$ cat config.mk
export PLATFORM = sky130hd
export DESIGN_NAME = cfgrf_top
export DESIGN_NICKNAME = d
export VERILOG_FILES = /design/src/rtl/cfgrf_pkg.sv /design/src/rtl/cfgrf_wr_gate.sv /design/src/rtl/cfgrf_store.sv /design/src/rtl/cfgrf_rd_mux.sv /design/src/rtl/cfgrf_top.sv
export SDC_FILE = /design/constraint.sdc
export NUM_CORES = 1
export LEC_CHECK = 0
export CAP_MARGIN = 20
export CORE_MARGIN = 2
export CORE_UTILIZATION = 40
export CTS_CLUSTER_SIZE = 24
export DETAILED_ROUTE_END_ITERATION = 8
export PLACE_DENSITY = 0.66
export SLEW_MARGIN = 5
export SYNTH_ARGS = -nofsm -noshare
export SYNTH_HDL_FRONTEND = slang
export SYNTH_SLANG_ARGS = --single-unit
$ cat constraint.sdc
create_clock -name clk -period 11.1 [get_ports clk]
set_input_delay 3.33 -clock clk [delete_from_list [all_inputs] [get_ports clk]]
set_output_delay 3.33 -clock clk [all_outputs]
set_load 0.005 [all_outputs]
$ cat src/rtl/cfgrf_pkg.sv
package cfgrf_pkg;

    localparam int ADDR_W    = 7;
    localparam int BYTE_W    = 8;
    localparam int CFG_BYTES = 52;          // stored addresses 0x00..0x33
    localparam int ERR_BYTES = 4;
    localparam int ERR_CLEAR = 1;           // buffer byte forced to zero on seeding
    localparam int MODE_KEEP = 3;           // bit of the mode byte that must stay set

    localparam logic [ADDR_W-1:0] A_CTRL     = 7'h02;
    localparam logic [ADDR_W-1:0] A_MODE     = 7'h17;
    localparam logic [ADDR_W-1:0] A_SRC      = 7'h30;
    localparam logic [ADDR_W-1:0] A_MIRROR   = 7'h3B;
    localparam logic [ADDR_W-1:0] A_OEM      = 7'h2B;
    localparam logic [BYTE_W-1:0] MODE_RESET = 8'h08;

    typedef enum logic [2:0] {
        WC_OPEN,
        WC_STANDBY,
        WC_CTRL,
        WC_MODE,
        WC_LOCKED
    } wclass_e;

    typedef enum logic [2:0] {
        RR_NONE,
        RR_STORED,
        RR_CTRL,
        RR_MIRROR,
        RR_CHIPREL,
        RR_ERRBUF
    } rregion_e;

    typedef struct packed {
        logic [ADDR_W-1:0] addr;
        logic [BYTE_W-1:0] data;
    } wr_req_t;

    function automatic logic in_rng(logic [ADDR_W-1:0] a, logic [ADDR_W-1:0] lo,
                                    logic [ADDR_W-1:0] hi);
        return (a >= lo) && (a <= hi);
    endfunction

    function automatic wclass_e write_class(logic [ADDR_W-1:0] a);
        if (a == A_CTRL)                       return WC_CTRL;
        if (a == A_MODE)                       return WC_MODE;
        if (a == 7'h01 || in_rng(a, 7'h2B, 7'h2E)) return WC_OPEN;
        if (a == 7'h00 || in_rng(a, 7'h03, 7'h16) ||
            in_rng(a, 7'h18, 7'h21) || in_rng(a, 7'h30, 7'h33))
                                               return WC_STANDBY;
        return WC_LOCKED;
    endfunction

    function automatic rregion_e read_region(logic [ADDR_W-1:0] a);
        if (a == A_CTRL)                       return RR_CTRL;
        if (a == 7'h2F || a == 7'h3F)          return RR_CHIPREL;
        if (in_rng(a, 7'h3B, 7'h3E))           return RR_MIRROR;
        if (in_rng(a, 7'h40, 7'h43))           return RR_ERRBUF;
        if (in_rng(a, 7'h00, 7'h21) || in_rng(a, 7'h2B, 7'h2E) ||
            in_rng(a, 7'h30, 7'h33))           return RR_STORED;
        return RR_NONE;
    endfunction

    function automatic logic [BYTE_W-1:0] reset_value(int k);
        return (k == int'(A_MODE)) ? MODE_RESET : '0;
    endfunction

endpackage

$ cat src/rtl/cfgrf_wr_gate.sv
module cfgrf_wr_gate
    import cfgrf_pkg::*;
(
    input  logic              req_valid,
    input  wr_req_t           req,
    input  logic              enabled,
    input  logic [BYTE_W-1:0] ctrl_byte,
    input  logic [BYTE_W-1:0] mode_byte,
    output logic              accept,
    output logic              reject
);
    localparam logic [BYTE_W-1:0] MODE_FREE_MASK = ~(BYTE_W'(1) << MODE_KEEP);

    wclass_e cls;
    logic    ok;
    logic    low_changed;
    logic    mode_changed;

    always_comb begin
        cls          = write_class(req.addr);
        low_changed  = req.data[BYTE_W-2:0] != ctrl_byte[BYTE_W-2:0];
        mode_changed = (req.data & MODE_FREE_MASK) != (mode_byte & MODE_FREE_MASK);
        unique case (cls)
            WC_OPEN:    ok = 1'b1;
            WC_STANDBY: ok = !enabled;
            WC_CTRL:    ok = enabled ? !low_changed
                                     : !(req.data[BYTE_W-1] && low_changed);
            WC_MODE:    ok = req.data[MODE_KEEP] && (!enabled || !mode_changed);
            default:    ok = 1'b0;
        endcase
        accept = req_valid && ok;
        reject = req_valid && !ok;
    end

endmodule

$ cat src/rtl/cfgrf_store.sv
module cfgrf_store
    import cfgrf_pkg::*;
(
    input  logic                                clk,
    input  logic                                rst,
    input  logic                                commit,
    input  wr_req_t                             req,
    input  logic                                store_fail,
    output logic [CFG_BYTES-1:0][BYTE_W-1:0]    cfg_q,
    output logic [ERR_BYTES-1:0][BYTE_W-1:0]    err_q,
    output logic                                err_valid_q
);
    localparam int SRC_IDX = int'(A_SRC);

    logic en_rise;
    assign en_rise = commit && (req.addr == A_CTRL) && req.data[BYTE_W-1]
                     && !cfg_q[int'(A_CTRL)][BYTE_W-1];

    for (genvar k = 0; k < CFG_BYTES; k++) begin : g_byte
        if (write_class(ADDR_W'(k)) != WC_LOCKED) begin : g_rw
            always_ff @(posedge clk) begin
                if (rst)
                    cfg_q[k] <= reset_value(k);
                else if (commit && req.addr == ADDR_W'(k))
                    cfg_q[k] <= req.data;
            end
        end else begin : g_none
            assign cfg_q[k] = '0;
        end
    end

    for (genvar e = 0; e < ERR_BYTES; e++) begin : g_err
        always_ff @(posedge clk) begin
            if (rst)
                err_q[e] <= '0;
            else if (en_rise)
                err_q[e] <= (e == ERR_CLEAR) ? '0 : cfg_q[SRC_IDX + e];
        end
    end

    always_ff @(posedge clk) begin
        if (rst)
            err_valid_q <= 1'b1;
        else if (store_fail)
            err_valid_q <= 1'b0;
        else if (en_rise)
            err_valid_q <= 1'b1;
    end

    // bit 3 of the mode byte is never observed clear
    a_r5_mode_keep: assert property (@(posedge clk) disable iff (rst)
        cfg_q[int'(A_MODE)][MODE_KEEP]);

    // a rising enable leaves the buffer holding the seed pattern
    a_r7_seed_copy: assert property (@(posedge clk) disable iff (rst)
        $rose(cfg_q[int'(A_CTRL)][BYTE_W-1]) |->
            err_q[0] == cfg_q[SRC_IDX] && err_q[ERR_CLEAR] == '0 &&
            err_q[2] == cfg_q[SRC_IDX + 2] && err_q[3] == cfg_q[SRC_IDX + 3]);

    // a fail pulse always leaves the buffer invalid
    a_r8_fail_invalid: assert property (@(posedge clk) disable iff (rst)
        store_fail |=> !err_valid_q);

endmodule

$ cat src/rtl/cfgrf_rd_mux.sv
module cfgrf_rd_mux
    import cfgrf_pkg::*;
#(
    parameter logic [BYTE_W-1:0] CHIP_REL = 8'h08
) (
    input  logic [ADDR_W-1:0]                   addr,
    input  logic [CFG_BYTES-1:0][BYTE_W-1:0]    cfg_q,
    input  logic [ERR_BYTES-1:0][BYTE_W-1:0]    err_q,
    input  logic                                err_valid,
    output logic [BYTE_W-1:0]                   rd_byte
);
    localparam logic [ADDR_W-1:0] MIRROR_OFS = A_MIRROR - A_OEM;

    rregion_e          region;
    logic [ADDR_W-1:0] mirrored;

    always_comb begin
        region   = read_region(addr);
        mirrored = addr - MIRROR_OFS;
        unique case (region)
            RR_STORED:  rd_byte = cfg_q[addr[5:0]];
            RR_CTRL:    rd_byte = {1'b0, cfg_q[int'(A_CTRL)][BYTE_W-2:0]};
            RR_MIRROR:  rd_byte = cfg_q[mirrored[5:0]];
            RR_CHIPREL: rd_byte = CHIP_REL;
            RR_ERRBUF:  rd_byte = err_valid ? err_q[addr[1:0]] : '0;
            default:    rd_byte = '0;
        endcase
    end

endmodule

$ cat src/rtl/cfgrf_top.sv
module cfgrf_top
    import cfgrf_pkg::*;
#(
    parameter logic [7:0] CHIP_REL = 8'h08
) (
    input  logic                         clk,
    input  logic                         rst,
    input  logic [6:0]                   addr,
    input  logic [7:0]                   wr_data,
    input  logic                         wr_en,
    input  logic                         rd_en,
    input  logic                         store_fail,
    output logic [7:0]                   rd_data,
    output logic                         write_rejected,
    output logic                         dev_enable,
    output logic [CFG_BYTES*BYTE_W-1:0]  cfg_bytes
);
    wr_req_t                             req;
    logic                                accept;
    logic                                reject;
    logic [CFG_BYTES-1:0][BYTE_W-1:0]    cfg_q;
    logic [ERR_BYTES-1:0][BYTE_W-1:0]    err_q;
    logic                                err_valid;
    logic [BYTE_W-1:0]                   rd_byte;

    assign req = '{addr: addr, data: wr_data};

    cfgrf_wr_gate u_gate (
        .req_valid (wr_en),
        .req       (req),
        .enabled   (dev_enable),
        .ctrl_byte (cfg_q[int'(A_CTRL)]),
        .mode_byte (cfg_q[int'(A_MODE)]),
        .accept    (accept),
        .reject    (reject)
    );

    cfgrf_store u_store (
        .clk         (clk),
        .rst         (rst),
        .commit      (accept),
        .req         (req),
        .store_fail  (store_fail),
        .cfg_q       (cfg_q),
        .err_q       (err_q),
        .err_valid_q (err_valid)
    );

    cfgrf_rd_mux #(.CHIP_REL(CHIP_REL)) u_rd (
        .addr      (addr),
        .cfg_q     (cfg_q),
        .err_q     (err_q),
        .err_valid (err_valid),
        .rd_byte   (rd_byte)
    );

    assign dev_enable = cfg_q[int'(A_CTRL)][BYTE_W-1];
    assign cfg_bytes  = cfg_q;

    always_ff @(posedge clk) begin
        if (rst) begin
            rd_data        <= '0;
            write_rejected <= 1'b0;
        end else begin
            write_rejected <= reject;
            if (rd_en)
                rd_data <= rd_byte;
        end
    end

    // standby-class writes while enabled leave every byte unchanged
    a_r2_standby_locked: assert property (@(posedge clk) disable iff (rst)
        (wr_en && dev_enable && write_class(addr) == WC_STANDBY) |=> $stable(cfg_bytes));

    // while enabled, bits 6:0 of the control byte cannot move
    a_r4_ctrl_low_frozen: assert property (@(posedge clk) disable iff (rst)
        (wr_en && dev_enable) |=> $stable(cfg_bytes[22:16]));

    // the reject flag only follows a write strobe
    a_r10_reject_after_write: assert property (@(posedge clk) disable iff (rst)
        write_rejected |-> $past(wr_en));

    // read data holds without a read strobe
    a_r10_rd_hold: assert property (@(posedge clk) disable iff (rst)
        !rd_en |=> $stable(rd_data));

endmodule

==> qor.yml <==
clk_pin_slew_ps: 60
h-tree-depth: 2
ys_seq_area_share_pct: 39.2
grtUsageTotal_pct: 27.3
period_minus_slack_ps: 6810
drt-initial-drc-count: 1148
max_freq_mhz: 147
final_common_cell: "dfxtp_1"
power_density_nw_per_um2: 124
portBuffers: 365
clk_latency_ps: 590
grt_max_degree: 230
synth_edf_count: 0
design_power_total_uw: 2980
cts_tree: "done"
cts_setup_buffers: 0
num_vias: 14900
synth-main-ff-cell: "dfxtp_1"
postSynthCellCount: 1765
synthArstFlopShare_pct: 0
cts_resized: 0
yosysTopAreaCell: "dfxtp_1"
seqPwrFrac_pct: 44.7
fin_hold_ws_ps: 482
max_cap_violations: 0
antenna_found_initial: 3
rows: 79
slew_viol_final: 0
rsz0062_at_grt: "false"
gp_congestion: 0.853
yosysWarnings: 0
dr.pass1.iters: 5
setup_viol: 0
p_int_uw: 2260
setup_tns_ps: 0
cp_max_fo: 23
cts_inserted_buffers: 42
netlist_area_um2: 18900
synth_top_area_share_pct: 39.2
routed_wirelength_um: 69000
cts_root_buffer: "clkbuf_16"
layout_common_cells: "dfxtp_1, mux2i_1, clkdlybuf4s50_1"
grt_pass1_wl_um: 101000
outcome: "completed"
fillCellCount: 4200
holdCritPathClass: "flop to flop"
post_drt_wl_per_cell_um: 25.7
die_y_um: 221
dpl.hpwl_um: 48200
start_util_pct: 40.6
cts_hold_buf: 0
grt_pass1_vias: 14800
ys_seq_elements: 370
finalCritPeriodShare_pct: 61.3
drc: 0
worstSetupPathType: "primary input to flop"
syn_to_final_growth_pct: 27.1
core_um2: 46600
synth_cell_types: 62
switchingPower_uw: 724
cp.arrival_ps: 7280
ant_nets: 0
worstPathRequired_ps: 11580
tightest_slew_ps: 1040
p_comb_share_pct: 6.8
ios: 446
overflow: 0
critPathCaptureType: "flop"
synthTopCellsByArea: "dfxtp_1, mux2i_1, nand2b_1, mux4_2, buf_4"
post-route-util_pct: 51.6
drive_above_1_share_pct: 11.5
die_x_um: 221
timing.final.hold_violations: 0
start_kind: "primary input"
relSlewSlack_pct: 30.8
cts_max_path_buffers: 3
final_net_count: 2075
clock_skew_ps: 31.9
pwr-share-clk_pct: 48.5
irDropWorstVdd_mv: 0.0829
swShare_pct: 24.3
p_leak_uw: 0.0106
cts_sinks: 370
post_drt_via_cell_ratio: 5.52
avgSynthCellArea_um2: 10.7
dieArea_um2: 49000
==> sequential cells by signal, summed over array words and instances (netlist names) <==
name                 cells
rd_data                  8
u_store.cfg_q          336
u_store.err_q           24
u_store.err_valid_q      1
write_rejected           1
==> through the flow <==
| stage | setup WS (ps) | cells | instance area (um^2) |
|---|---|---|---|
| floorplan | 5280 | 1844 | 19200 |
| global placement | 3910 | 2611 | 22500 |
| detailed placement | 3820 | 2612 | 22600 |
| CTS | 4410 | 2687 | 24000 |
| global route | 4140 | 2689 | 24000 |
| finish | 4290 | 2690 | 24000 |
==> power groups by stage <==
stage	clock network, uW	logic (uW)	registers (uW)
6_report	1440	203	1330
5_1_grt	1510	213	1330
4_1_cts	1460	200	1330
3_5_place_dp	0	200	1360
3_3_place_gp	0	198	1360
2_1_floorplan	0	157	1360
==> path summary, 6_finish.rpt <==
kind	start	to	slack [ps]	cells past startpoint
worst max register to register	u_store.cfg_q[21]	u_store.cfg_q[0]	7950	8
worst min register to register	u_store.cfg_q[8]	u_store.cfg_q[8]	480	2
worst min-delay path	u_store.cfg_q[8]	u_store.cfg_q[8]	480	2
worst max-delay path	addr[5]	u_store.cfg_q[0]	4290	10
==> routing by layer <==
metal,vias up,routed length [um],track usage [%]
li1,6633,-,-
met1,7479,29200,35.8
met5,-,24,0
met2,627,31600,43.1
met4,4,2270,9.94
met3,112,5900,7.57
==> final cells by class <==
cell class | instances | area (um^2) | area share (%)
multi-input combinational | 1243 | 10500 | 43.9
sequential | 370 | 7410 | 30.8
timing repair buffer | 390 | 3870 | 16.1
clock buffer | 63 | 1270 | 5.29
tap | 607 | 759 | 3.16
clock inverter | 12 | 145 | 0.604
inverter | 4 | 15.0 | 0.0625
antenna | 1 | 2.50 | 0.0104
==> cell usage after synthesis (16+ instances only) <==
cell	n
nand2b_1	325
a21oi_1	32
mux2i_1	366
dfxtp_1	370
mux4_2	81
buf_4	87
nor2_1	58
nand2_1	42
buf_2	29
o21ai_0	27
clkbuf_1	97
nand3_1	16
a22oi_1	25
==> worst max-delay path: stages <==
cell,delay (ps)
clkdlybuf4s50_1,640
inv_1,520
ha_1,290
nor2b_1,300
and3_1,520
o21ai_1,270
o41ai_4,110
buf_4,500
and3_1,560
mux2i_1,230
==> cells by family (layout without fill, tap and decap cells) <==
family / after synthesis / in the layout / share of synthesized area (%)
AND/OR/NAND/NOR: 549 / 549 / 18.6
buffers and inverters: 231 / 469 / 6.64
multiplexers: 460 / 460 / 29.8
adder cells (fa/ha/maj): 4 / 4 / 0.265
AO/OA/AOI/OAI: 136 / 136 / 4.84
XOR/XNOR: 14 / 14 / 0.649
other: 1 / 81 / 0.0198
flip-flops: 370 / 370 / 39.2
(Power assumes the default switching activity.)
